**config.mk**
```make
export PLATFORM = sky130hd
export DESIGN_NAME = nand_bridge
export DESIGN_NICKNAME = d
export VERILOG_FILES = /design/src/rtl/nand_bridge_pkg.sv /design/src/rtl/nand_bridge_regs.sv /design/src/rtl/nand_bridge_seq.sv /design/src/rtl/nand_bridge.sv
export SDC_FILE = /design/constraint.sdc
export NUM_CORES = 1
export LEC_CHECK = 0
export ABC_AREA = 1
export BUFFER_PORTS_ARGS = -buffer_cell sky130_fd_sc_hd__buf_2
export CAP_MARGIN = 5
export CORE_MARGIN = 2
export CORE_UTILIZATION = 45
export DETAILED_ROUTE_END_ITERATION = 6
export GPL_TIMING_DRIVEN = 0
export PLACE_DENSITY = 0.75
export SLEW_MARGIN = 20
export SYNTH_ARGS = -nofsm -noshare
export SYNTH_HDL_FRONTEND = slang
export SYNTH_SLANG_ARGS = --single-unit
```
**constraint.sdc**
```tcl
create_clock -name clk -period 2.6 [get_ports clk]
set_input_delay 0.13 -clock clk [delete_from_list [all_inputs] [get_ports clk]]
set_output_delay 0.13 -clock clk [all_outputs]
set_load 0.02 [all_outputs]
```
**src/rtl/nand_bridge_pkg.sv**
```systemverilog
package nand_bridge_pkg;
    localparam int HOST_AW = 3;

    localparam logic [HOST_AW-1:0] OFF_DATA = 3'd0;
    localparam logic [HOST_AW-1:0] OFF_MODE = 3'd4;
    localparam logic [HOST_AW-1:0] OFF_STAT = 3'd5;
    localparam logic [HOST_AW-1:0] OFF_EVT  = 3'd6;
    localparam logic [HOST_AW-1:0] OFF_MASK = 3'd7;

    localparam int MB_CLE = 0;
    localparam int MB_ALE = 1;
    localparam int MB_PWR = 2;
    localparam int MB_CE  = 4;
    localparam int MB_WEN = 7;

    typedef enum logic [2:0] {
        SQ_IDLE,
        SQ_SETUP,
        SQ_STROBE,
        SQ_HOLD,
        SQ_ACK
    } seq_state_e;
endpackage

```
**src/rtl/nand_bridge_regs.sv**
```systemverilog
module nand_bridge_regs
    import nand_bridge_pkg::*;
(
    input  logic               clk,
    input  logic               rst_n,
    input  logic               wr_en,
    input  logic [HOST_AW-1:0] addr,
    input  logic [7:0]         wdata,
    output logic [7:0]         rd_byte,
    input  logic               nand_rb,
    output logic               ce_on,
    output logic               cle,
    output logic               ale,
    output logic               wgate,
    output logic               card_pwr,
    output logic               irq
);
    logic [7:0] mode_q;
    logic [7:0] mask_q;
    logic [3:0] evt_q;
    logic [1:0] rb_sync_q;
    logic       rb_prev_q;
    logic       rb_rise;
    logic [3:0] evt_clr;

    assign rb_rise = rb_sync_q[1] & ~rb_prev_q;
    assign evt_clr = (wr_en && addr == OFF_EVT) ? wdata[3:0] : 4'd0;

    always_ff @(posedge clk) begin
        if (!rst_n) begin
            mode_q    <= 8'd0;
            mask_q    <= 8'd0;
            evt_q     <= 4'd0;
            rb_sync_q <= 2'b11;
            rb_prev_q <= 1'b1;
        end else begin
            rb_sync_q <= {rb_sync_q[0], nand_rb};
            rb_prev_q <= rb_sync_q[1];
            if (wr_en && addr == OFF_MODE) mode_q <= wdata;
            if (wr_en && addr == OFF_MASK) mask_q <= wdata;
            // a new event wins over a clear in the same cycle
            evt_q <= (evt_q & ~evt_clr) | {3'b000, rb_rise};
        end
    end

    always_comb begin
        ce_on    = mode_q[MB_CE];
        cle      = mode_q[MB_CLE];
        ale      = mode_q[MB_ALE];
        wgate    = mode_q[MB_WEN];
        card_pwr = mode_q[MB_PWR];
        irq      = mask_q[7] & |(evt_q & mask_q[3:0]);
    end

    always_comb begin
        case (addr)
            OFF_MODE: rd_byte = mode_q;
            OFF_STAT: rd_byte = {~rb_sync_q[1], 7'd0};
            OFF_EVT:  rd_byte = {4'd0, evt_q};
            OFF_MASK: rd_byte = mask_q;
            default:  rd_byte = 8'd0;
        endcase
    end

    // a ready edge is captured one clock later
    a_r11_edge_latch: assert property (@(posedge clk) disable iff (!rst_n)
        rb_rise |=> evt_q[0]);

    // the event bit is sticky until a write-one clear
    a_r11_sticky: assert property (@(posedge clk) disable iff (!rst_n)
        (evt_q[0] && !(wr_en && addr == OFF_EVT && wdata[0])) |=> evt_q[0]);
endmodule

```
**src/rtl/nand_bridge_seq.sv**
```systemverilog
module nand_bridge_seq
    import nand_bridge_pkg::*;
#(
    parameter int STROBE_CLKS = 3
) (
    input  logic               clk,
    input  logic               rst_n,
    input  logic               host_req,
    input  logic               host_wr,
    input  logic [HOST_AW-1:0] host_addr,
    input  logic [15:0]        host_wdata,
    output logic               host_ready,
    output logic [15:0]        host_rdata,
    input  logic [7:0]         reg_rdata,
    output logic               reg_we,
    input  logic               ce_on,
    input  logic               wgate,
    input  logic               single_cycle,
    output logic               nand_we_n,
    output logic               nand_re_n,
    output logic [7:0]         nand_dq_out,
    output logic               nand_dq_oe,
    input  logic [7:0]         nand_dq_in
);
    localparam int CNT_W = $clog2(STROBE_CLKS + 1) + 1;
    localparam logic [CNT_W-1:0] CNT_LAST = CNT_W'(STROBE_CLKS - 1);

    seq_state_e      state_q, state_d;
    logic [CNT_W-1:0] cnt_q;
    logic [CNT_W-1:0] lowcnt_q;
    logic            byte_q;
    logic            last_q;
    logic            is_wr_q;
    logic [15:0]     wdata_q;
    logic [15:0]     rdata_q;
    logic            data_hit;
    logic            strobe_low;

    assign data_hit = (host_addr == OFF_DATA) && ce_on && (!host_wr || wgate);

    // next-state decision
    always_comb begin
        state_d = state_q;
        unique case (state_q)
            SQ_IDLE:   if (host_req) state_d = data_hit ? SQ_SETUP : SQ_ACK;
            SQ_SETUP:  state_d = SQ_STROBE;
            SQ_STROBE: if (cnt_q == CNT_LAST) state_d = SQ_HOLD;
            SQ_HOLD:   state_d = (byte_q == last_q) ? SQ_ACK : SQ_SETUP;
            SQ_ACK:    state_d = SQ_IDLE;
            default:   state_d = SQ_IDLE;
        endcase
    end

    // state register and datapath
    always_ff @(posedge clk) begin
        if (!rst_n) begin
            state_q <= SQ_IDLE;
            cnt_q   <= '0;
            byte_q  <= 1'b0;
            last_q  <= 1'b0;
            is_wr_q <= 1'b0;
            wdata_q <= 16'd0;
            rdata_q <= 16'd0;
        end else begin
            state_q <= state_d;
            unique case (state_q)
                SQ_IDLE: begin
                    if (host_req) begin
                        if (data_hit) begin
                            byte_q  <= 1'b0;
                            last_q  <= ~single_cycle;
                            is_wr_q <= host_wr;
                            wdata_q <= host_wdata;
                            rdata_q <= 16'd0;
                        end else begin
                            is_wr_q <= 1'b0;
                            rdata_q <= (host_wr || host_addr == OFF_DATA) ?
                                       16'd0 : {8'd0, reg_rdata};
                        end
                    end
                end
                SQ_SETUP: cnt_q <= '0;
                SQ_STROBE: begin
                    if (cnt_q == CNT_LAST) begin
                        if (!is_wr_q) begin
                            if (byte_q) rdata_q[15:8] <= nand_dq_in;
                            else        rdata_q[7:0]  <= nand_dq_in;
                        end
                    end else begin
                        cnt_q <= cnt_q + 1'b1;
                    end
                end
                SQ_HOLD: if (byte_q != last_q) byte_q <= 1'b1;
                SQ_ACK:  is_wr_q <= 1'b0;
                default: ;
            endcase
        end
    end

    // outputs
    always_comb begin
        reg_we      = (state_q == SQ_IDLE) && host_req && host_wr && (host_addr != OFF_DATA);
        host_ready  = (state_q == SQ_ACK);
        host_rdata  = rdata_q;
        nand_we_n   = !((state_q == SQ_STROBE) && is_wr_q);
        nand_re_n   = !((state_q == SQ_STROBE) && !is_wr_q);
        nand_dq_oe  = is_wr_q && ((state_q == SQ_SETUP) || (state_q == SQ_STROBE) ||
                                  (state_q == SQ_HOLD));
        nand_dq_out = byte_q ? wdata_q[15:8] : wdata_q[7:0];
    end

    // checker bookkeeping: consecutive clocks with a strobe low
    assign strobe_low = !nand_we_n || !nand_re_n;
    always_ff @(posedge clk) begin
        if (!rst_n)          lowcnt_q <= '0;
        else if (strobe_low) lowcnt_q <= lowcnt_q + 1'b1;
        else                 lowcnt_q <= '0;
    end

    // every strobe pulse lasts exactly STROBE_CLKS clocks
    a_r7_strobe_width: assert property (@(posedge clk) disable iff (!rst_n)
        $fell(strobe_low) |-> ($past(lowcnt_q) == CNT_LAST));

    a_r7_strobe_cap: assert property (@(posedge clk) disable iff (!rst_n)
        strobe_low |-> (lowcnt_q <= CNT_LAST));

    // write and read strobes never overlap
    a_r7_exclusive: assert property (@(posedge clk) disable iff (!rst_n)
        !(!nand_we_n && !nand_re_n));

    // data still driven in the clock WE# rises
    a_r7_data_hold: assert property (@(posedge clk) disable iff (!rst_n)
        $rose(nand_we_n) |-> nand_dq_oe);

    // bridge never drives the bus during a read strobe
    a_r7_no_drive_read: assert property (@(posedge clk) disable iff (!rst_n)
        !nand_re_n |-> !nand_dq_oe);

    // completion is a single-cycle pulse
    a_r8_ready_pulse: assert property (@(posedge clk) disable iff (!rst_n)
        host_ready |=> !host_ready);

    // no strobes while chip enable is released
    a_r9_standby_quiet: assert property (@(posedge clk) disable iff (!rst_n)
        !ce_on |-> (nand_we_n && nand_re_n));
endmodule

```
**src/rtl/nand_bridge.sv**
```systemverilog
module nand_bridge
    import nand_bridge_pkg::*;
#(
    parameter int STROBE_CLKS = 3
) (
    input  logic               clk,
    input  logic               rst_n,
    input  logic               host_req,
    input  logic               host_wr,
    input  logic [HOST_AW-1:0] host_addr,
    input  logic [15:0]        host_wdata,
    output logic               host_ready,
    output logic [15:0]        host_rdata,
    output logic               nand_ce_n,
    output logic               nand_cle,
    output logic               nand_ale,
    output logic               nand_we_n,
    output logic               nand_re_n,
    output logic [7:0]         nand_dq_out,
    output logic               nand_dq_oe,
    input  logic [7:0]         nand_dq_in,
    input  logic               nand_rb,
    output logic               card_pwr,
    output logic               irq
);
    logic       reg_we;
    logic [7:0] reg_rdata;
    logic       ce_on;
    logic       wgate;

    nand_bridge_regs u_regs (
        .clk      (clk),
        .rst_n    (rst_n),
        .wr_en    (reg_we),
        .addr     (host_addr),
        .wdata    (host_wdata[7:0]),
        .rd_byte  (reg_rdata),
        .nand_rb  (nand_rb),
        .ce_on    (ce_on),
        .cle      (nand_cle),
        .ale      (nand_ale),
        .wgate    (wgate),
        .card_pwr (card_pwr),
        .irq      (irq)
    );

    nand_bridge_seq #(.STROBE_CLKS(STROBE_CLKS)) u_seq (
        .clk          (clk),
        .rst_n        (rst_n),
        .host_req     (host_req),
        .host_wr      (host_wr),
        .host_addr    (host_addr),
        .host_wdata   (host_wdata),
        .host_ready   (host_ready),
        .host_rdata   (host_rdata),
        .reg_rdata    (reg_rdata),
        .reg_we       (reg_we),
        .ce_on        (ce_on),
        .wgate        (wgate),
        .single_cycle (nand_cle | nand_ale),
        .nand_we_n    (nand_we_n),
        .nand_re_n    (nand_re_n),
        .nand_dq_out  (nand_dq_out),
        .nand_dq_oe   (nand_dq_oe),
        .nand_dq_in   (nand_dq_in)
    );

    assign nand_ce_n = ~ce_on;
endmodule

```
==> results.md, run 1 <==
- Status: finished, final reports clean
- Worst Path Buf+Inv: 1
- Initial antenna violation count: 0
- Clock skew: 10.2 ps
- Crit-path max cell delay: 440 ps
- Top-count cell post-synth: nor2_1
- Final #Nets: 563
- Number of synthesized flops with an enable pin: 0
- Worst r2r path cells: 6
- Worst Setup End Kind: flop
- Average cell area after synthesis: 6.79 sq um
- Pins Over Slew Limit: 0
- Maximum vdd drop: 0.285 mV
- Worst EP arrival: 1770 ps
- Sequential-to-total area share from yosys stat: about two fifths
- Final hold vios: 0
- Layout cell share with drive strength beyond 1: 20.8%
- Post-synthesis simple-gate area fraction: 39.2%
- Cell area power density: between 600 and 700 mW/mm^2
- Pin count of the biggest net entering global routing: 11
- CTS Buf Count: 9
- CP startpoint: u_regs.mode_q[4]
- Complex-gate fraction of the synthesized area: roughly 8.7%
- DRC: 0
- Max Fclk: 657 MHz
- Hpwl dp: 5740 um
- Post-Synth Adder-Cell Area: 0.808%
- I/O pin count: 65
- Worst slew margin: between 60% and 70%
- Area contributors post-synth: dfxtp_1 (41%), nor2_1 (13%), nand2_1 (12%)
- Die height: 87.0 um
- Filler cells: between 600 and 700
- Total die area: 0.00756 sq mm
- Commonest cells post-synth: nor2_1 (111), nand2_1 (101), dfxtp_1 (64)
- Critical Path RT: about 2800 ps
- Worst-Skew Late Latency: 350 ps
- Crit path max-delay family: simple AND/OR/NAND/NOR gates
- Asr flop ratio synth: 0%
- Clk slew on worst S/H paths: 70 ps
- # rows: 30
- Max_cap viols: 0
- Crit path kind: reg2reg
- Mux cell area share after synthesis: 0%
- Number of detailed-route iterations in the first pass: 4
- Slew @ Worst Pin: roughly 590 ps
- Xor/xnor share of the synthesized area: 0.283%
- Global Route Usage Sum: 21.8%
- Netlist cell types: 35
- Hold Path Origin: host_wdata[3]
- DRT antenna net count: 0
- Number of global-route vias before repair: 2,802
- Via density: 4.96
- # port buffers: 61
- Synth warnings: 0
- Postcts setup bufs: 0
- Max Root-Sink Buffers: 2
- WHS: 23.6 ps
- Clk Tree Root Cell: clkbuf_8
- Core Region: 0.00672 sq mm
- Setup violators final: 0
- Mapped Nets: 490
- Max stage delay cell, worst path: dfxtp_1
- Synth-to-layout area growth: 20.3%
- Post-synthesis register bit count: between 60 and 70
- Post-synth top area share: 41.4%
- First-pass GRT wire length: roughly 13,000 um
- Sum Neg Setup Slack: 0 ps
- CP cell instances: nand2_2 > nor3_4 > nand2_4 > buf_6 > o21ai_0 > nor2_1
- Main combinational cell family by area after synthesis: simple AND/OR/NAND/NOR gates
- Drt first-iter violations: 170
- Final Cycle Share: between 50% and 60%
- Routed length per instance: 12.6 um
- RSZ-0062 raised after global routing: no
- Top FF cell, synth: dfxtp_1
- Leading area contributor after synthesis: dfxtp_1
- Leakage power: 1.83 nW
- CP max FO: 10
- Crit path depth: 6
- Die width: 87.0 um
- Vias: 3,046
- Starting density of the core: between 40 and 50%
- H-tree depth: 3
- Worst setup SP type: flop
- GPL Wtd Cong: 0.924
- CTS tree: built
- Hold Crit Depth: 2
- Overflow after GRT: 0
- Total power: 2.27 mW
- Final Critical Period: between 1500 and 2000 ps
- Clock sinks: 64
- # diodes: 0
- R2r startpoint: u_regs.mode_q[4]
- Hold Path Class: in2reg
- Routed WL: 7740 um
- Syn Inst Count: 456
- Mapped Area: 0.00310 sq mm
placed cells by master, fill, tap and decap left out, types with 3 or more instances in the layout:
| cell | n |
|---|---|
| a21oi_1 | 7 |
| a31oi_1 | 3 |
| buf_2 | 65 |
| buf_6 | 5 |
| clkbuf_1 | 8 |
| clkbuf_8 | 10 |
| dfxtp_1 | 64 |
| inv_1 | 35 |
| inv_2 | 5 |
| nand2_1 | 101 |
| nand2_2 | 4 |
| nand3_1 | 27 |
| nand4_1 | 18 |
| nor2_1 | 111 |
| nor2_4 | 4 |
| nor3_1 | 3 |
| o21ai_0 | 35 |
| or2_2 | 3 |
repair_timing:
| item | CTS | global route |
|---|---|---|
| hold endpoints to repair | 1 | 0 |
| gates resized for setup | 0 | 0 |
| hold buffers | 1 | 0 |
flip-flops by register name (all words and copies together) (netlist names):
| name | flops |
|---|---|
| u_seq.host_rdata | 16 |
| u_seq.wdata_q | 16 |
| u_regs.mask_q | 8 |
| u_regs.mode_q | 8 |
| u_regs.evt_q | 4 |
| u_seq.cnt_q | 3 |
| u_seq.state_q | 3 |
| u_regs.rb_sync_q | 2 |
| u_regs.rb_prev_q | 1 |
| u_seq.byte_q | 1 |
| u_seq.is_wr_q | 1 |
| u_seq.last_q | 1 |
area by class of cell:
type                            count  area (sq um)  share of cell area [%]
Inverter                           43           168                    4.50
Tap cell                           80           100                    2.69
Sequential cell                    64          1280                    34.4
Clock inverter                      3          65.1                    1.75
Clock buffer                       13           149                    3.99
Timing Repair Buffer               62           315                    8.46
Buffer                             18           130                    3.49
Multi-Input combinational cell    331          1520                    40.8
worst paths after layout:
path / end / slack (ps)
max reg2reg: u_seq.wdata_q[4] / 1080
min: u_regs.evt_q[3] / 20
min reg2reg: u_regs.rb_sync_q[1] / 420
max: u_seq.wdata_q[4] / 1080
power breakdown:
part           leakage (nW)  internal [mW]  total (mW)  switching, mW
registers             0.520           1.01        1.03         0.0174
logic                  1.20          0.107       0.297          0.189
clock network         0.108          0.566       0.946          0.380
total                  1.83           1.69        2.27          0.586
worst reg2reg max path, delay by kind of cell, from the launching register on:
kind | cells | cell delay [ps]
AND/OR/NAND/NOR | 4 | 610
buffers and inverters | 1 | 180
flip-flops | 1 | 440
AO/OA/AOI/OAI | 1 | 190
kinds of logic after synthesis:
| family | count (synthesis) |
|---|---|
| DFF | 64 |
| AOI/OAI and AO/OA | 50 |
| adders and majority gates | 2 |
| and+or+nand+nor | 278 |
| xor gates and xnor gates | 1 |
| buffers and inverters | 61 |
metrics by stage:
| step | instances | setup WS (ps) | utilization, % | cell area (sq um) |
|---|---|---|---|---|
| floorplan | 456 | 1300 | - | 3100 |
| global placement | 597 | 1110 | 52.1 | 3500 |
| detailed placement | 597 | 1080 | 52.1 | 3500 |
| CTS | 614 | 1070 | 55.5 | 3730 |
| global route | 614 | 902 | 55.5 | 3730 |
| finish | 614 | 1080 | 55.5 | 3730 |
routing by layer:
metal  up-vias  global-route usage [%]  share of wire, %
met5         -                       0                 0
met4         0                    12.4               2.7
met3        20                    3.79               4.9
met2        85                    34.2                46
met1      1342                    28.3                47
li1       1599                       -                 -
Note: power is estimated with default switching activity, not from simulation.
==> run 2: changes to the inputs <==
PLACE_DENSITY = 0.77   (was 0.75)
clock period = 1.3 ns   (was 2.6 ns; I/O delays follow)
==> results.md, run 2 (synthesized netlist as in run 1, its figures left out) <==
- Status: finished with violations
- Failing checks: setup timing
- GPL Wtd Cong: 0.930 (+0.67%)
- Clock skew: 10.7 ps (+0.444 ps)
- RSZ-0062 raised after global routing: yes
- Commonest non-fill, non-tap cells in the layout: nor2_1 (109), nand2_1 (85), buf_2 (59)
- # rows: 30 (unchanged)
- Place WS: -204 ps (-1290 ps)
- Critical Path RT: 1540 ps (-1300 ps)
- Routed length per instance: 13.9 um (+9.9%)
- CP max FO: 9 (-1)
- Worst-Skew Late Latency: 350 ps (about the same)
- Maximum vdd drop: 0.483 mV (+70%)
- Layout cell share with drive strength beyond 1: 32.4% (+12 points)
- Leakage power: 2.09 nW (+14%)
- Final #Nets: 601 (+6.7%)
- Via density: 5.16 (+4.0%)
- Initial antenna violation count: 0 (unchanged)
- Final Critical Period: 1370 ps (-155 ps)
- H-tree depth: 3 (unchanged)
- Hold Crit Depth: 3 (+1)
- Total die area: 0.00756 sq mm (unchanged)
- Commonest non-fill, non-tap cell in the layout: nor2_1
- Final Cycle Share: 105% (+47 points)
- Hold Path Class: in2reg
- Max_cap viols: 0 (unchanged)
- Die height: 87.0 um (unchanged)
- Placed cell count: 597 (unchanged)
- Worst Setup End Kind: flop
- Clock sinks: 64 (unchanged)
- CTS tree: built
- Vias: 3,358 (+10%)
- Clk Tree Root Cell: clkbuf_8
- I/O pin count: 65 (unchanged)
- Cell area power density: 1040 mW/mm^2 (+70%)
- Overflow after GRT: 0 (unchanged)
- DP Area: 0.00350 sq mm (unchanged)
- Clk slew on worst S/H paths: 70 ps (about the same)
- Filler cells: 558 (-13%)
- Pins Over Slew Limit: 0 (unchanged)
- Hpwl dp: 5640 um (-1.8%)
- Final hold vios: 0 (unchanged)
- Worst setup SP type: flop
- # port buffers: 61 (unchanged)
- Max Fclk: 731 MHz (+11%)
- Synth-to-layout area growth: 40.3%
- DRC: 0 (unchanged)
- Fin cells: 651 (+6.0%)
- Drt first-iter violations: 216 (+27%)
- DRT antenna net count: 0 (unchanged)
- CTS Buf Count: 9 (unchanged)
- # diodes: 0 (unchanged)
- Starting density of the core: 46.1% (unchanged)
- Worst r2r path cells: 6 (unchanged)
- Setup violators final: 38 (+38)
- First-pass GRT wire length: 13,700 um (+7.5%)
- Routed WL: 9020 um (+16%)
- Post-Route Utilization: 64.7% (+9.2 points)
- Number of detailed-route iterations in the first pass: 5 (+1)
- Max Root-Sink Buffers: 2 (unchanged)
- Slew @ Worst Pin: 630 ps (+42.3 ps)
- Non-Filler Cell Area, Final: 0.00435 sq mm (+17%)
- Number of global-route vias before repair: 3,045 (+8.7%)
- Core Region: 0.00672 sq mm (unchanged)
- Global Route Usage Sum: 23.1% (+1.3 points)
- Pin count of the biggest net entering global routing: 11 (unchanged)
- Final worst slack: -67.2 ps (-1150 ps)
- Die width: 87.0 um (unchanged)
- Sum Neg Setup Slack: -1300 ps (-1300 ps)
- Worst slew margin: 58.0% (-2.8 points)
- Worst EP arrival: 1610 ps (-160 ps)
- Crit path kind: reg2reg
-- run 2: cell types whose count changed in the layout (fill, tap and decap cells not counted), sizes merged --
cell / change
buf: +24
bufinv: -1
clkbuf: -1
clkinv: +3
dlygate4sd3: +12
inv: -1
nand2: +1
-- run 2: path summary, 6_finish.rpt --
kind	startpoint	end	slack [ps]
setup reg to reg	u_seq.state_q[1]	u_regs.mode_q[2]	-70
hold / removal	host_wdata[4]	u_seq.wdata_q[4]	5
setup / recovery	u_seq.state_q[1]	u_regs.mode_q[2]	-70
hold reg to reg	u_regs.rb_sync_q[0]	u_regs.rb_sync_q[1]	420
-- run 2: worst max-delay path, cell delays in order (launching register included) --
cell     delay, ps
dfxtp_4        370
nor2_4         180
nand3_4        130
nor2_4         200
nand2_4        140
o21ai_0        170
nor2_1          60
-- run 2: repair_timing --
item / 4_1_cts / 5_1_grt
resized for setup: 51 / 70
pin swaps: 20 / 16
hold buffers: 13 / 0
gates cloned: 3 / 1
endpoints found under the setup margin: 63 / 64
setup buffers: 16 / 7
hold endpoints to repair: 13 / 0
-- run 2: cell type report --
class	count	area, sq um	area share (%)
Buffer	17	141	3.25
Clock buffer	11	141	3.25
Clock inverter	4	45.0	1.04
Inverter	43	198	4.55
Multi-Input combinational cell	332	1720	39.5
Sequential cell	64	1300	30.0
Tap cell	80	100	2.30
Timing Repair Buffer	100	703	16.2
-- run 2: stage by stage --
step,hold slack (ps),total power [mW]
5_1_grt,20.8,4.67
3_3_place_gp,252,2.69
6_report,4.72,4.50
2_1_floorplan,170,2.52
4_1_cts,11.0,4.45
3_5_place_dp,254,2.70
-- run 2: power breakdown --
group	internal (mW)	switching, mW
registers	2.02	0.0408
clock network	0.917	0.758
logic	0.314	0.447
total	3.26	1.25
-- run 2: routing by layer --
metal  GRT usage, %  vias up  share of wire (%)
met5              0        -                  0
met4           10.1        0                2.5
met3           3.32       27                5.8
met2           38.4      112                 48
met1           29.7     1535                 44
li1               -     1684                  -
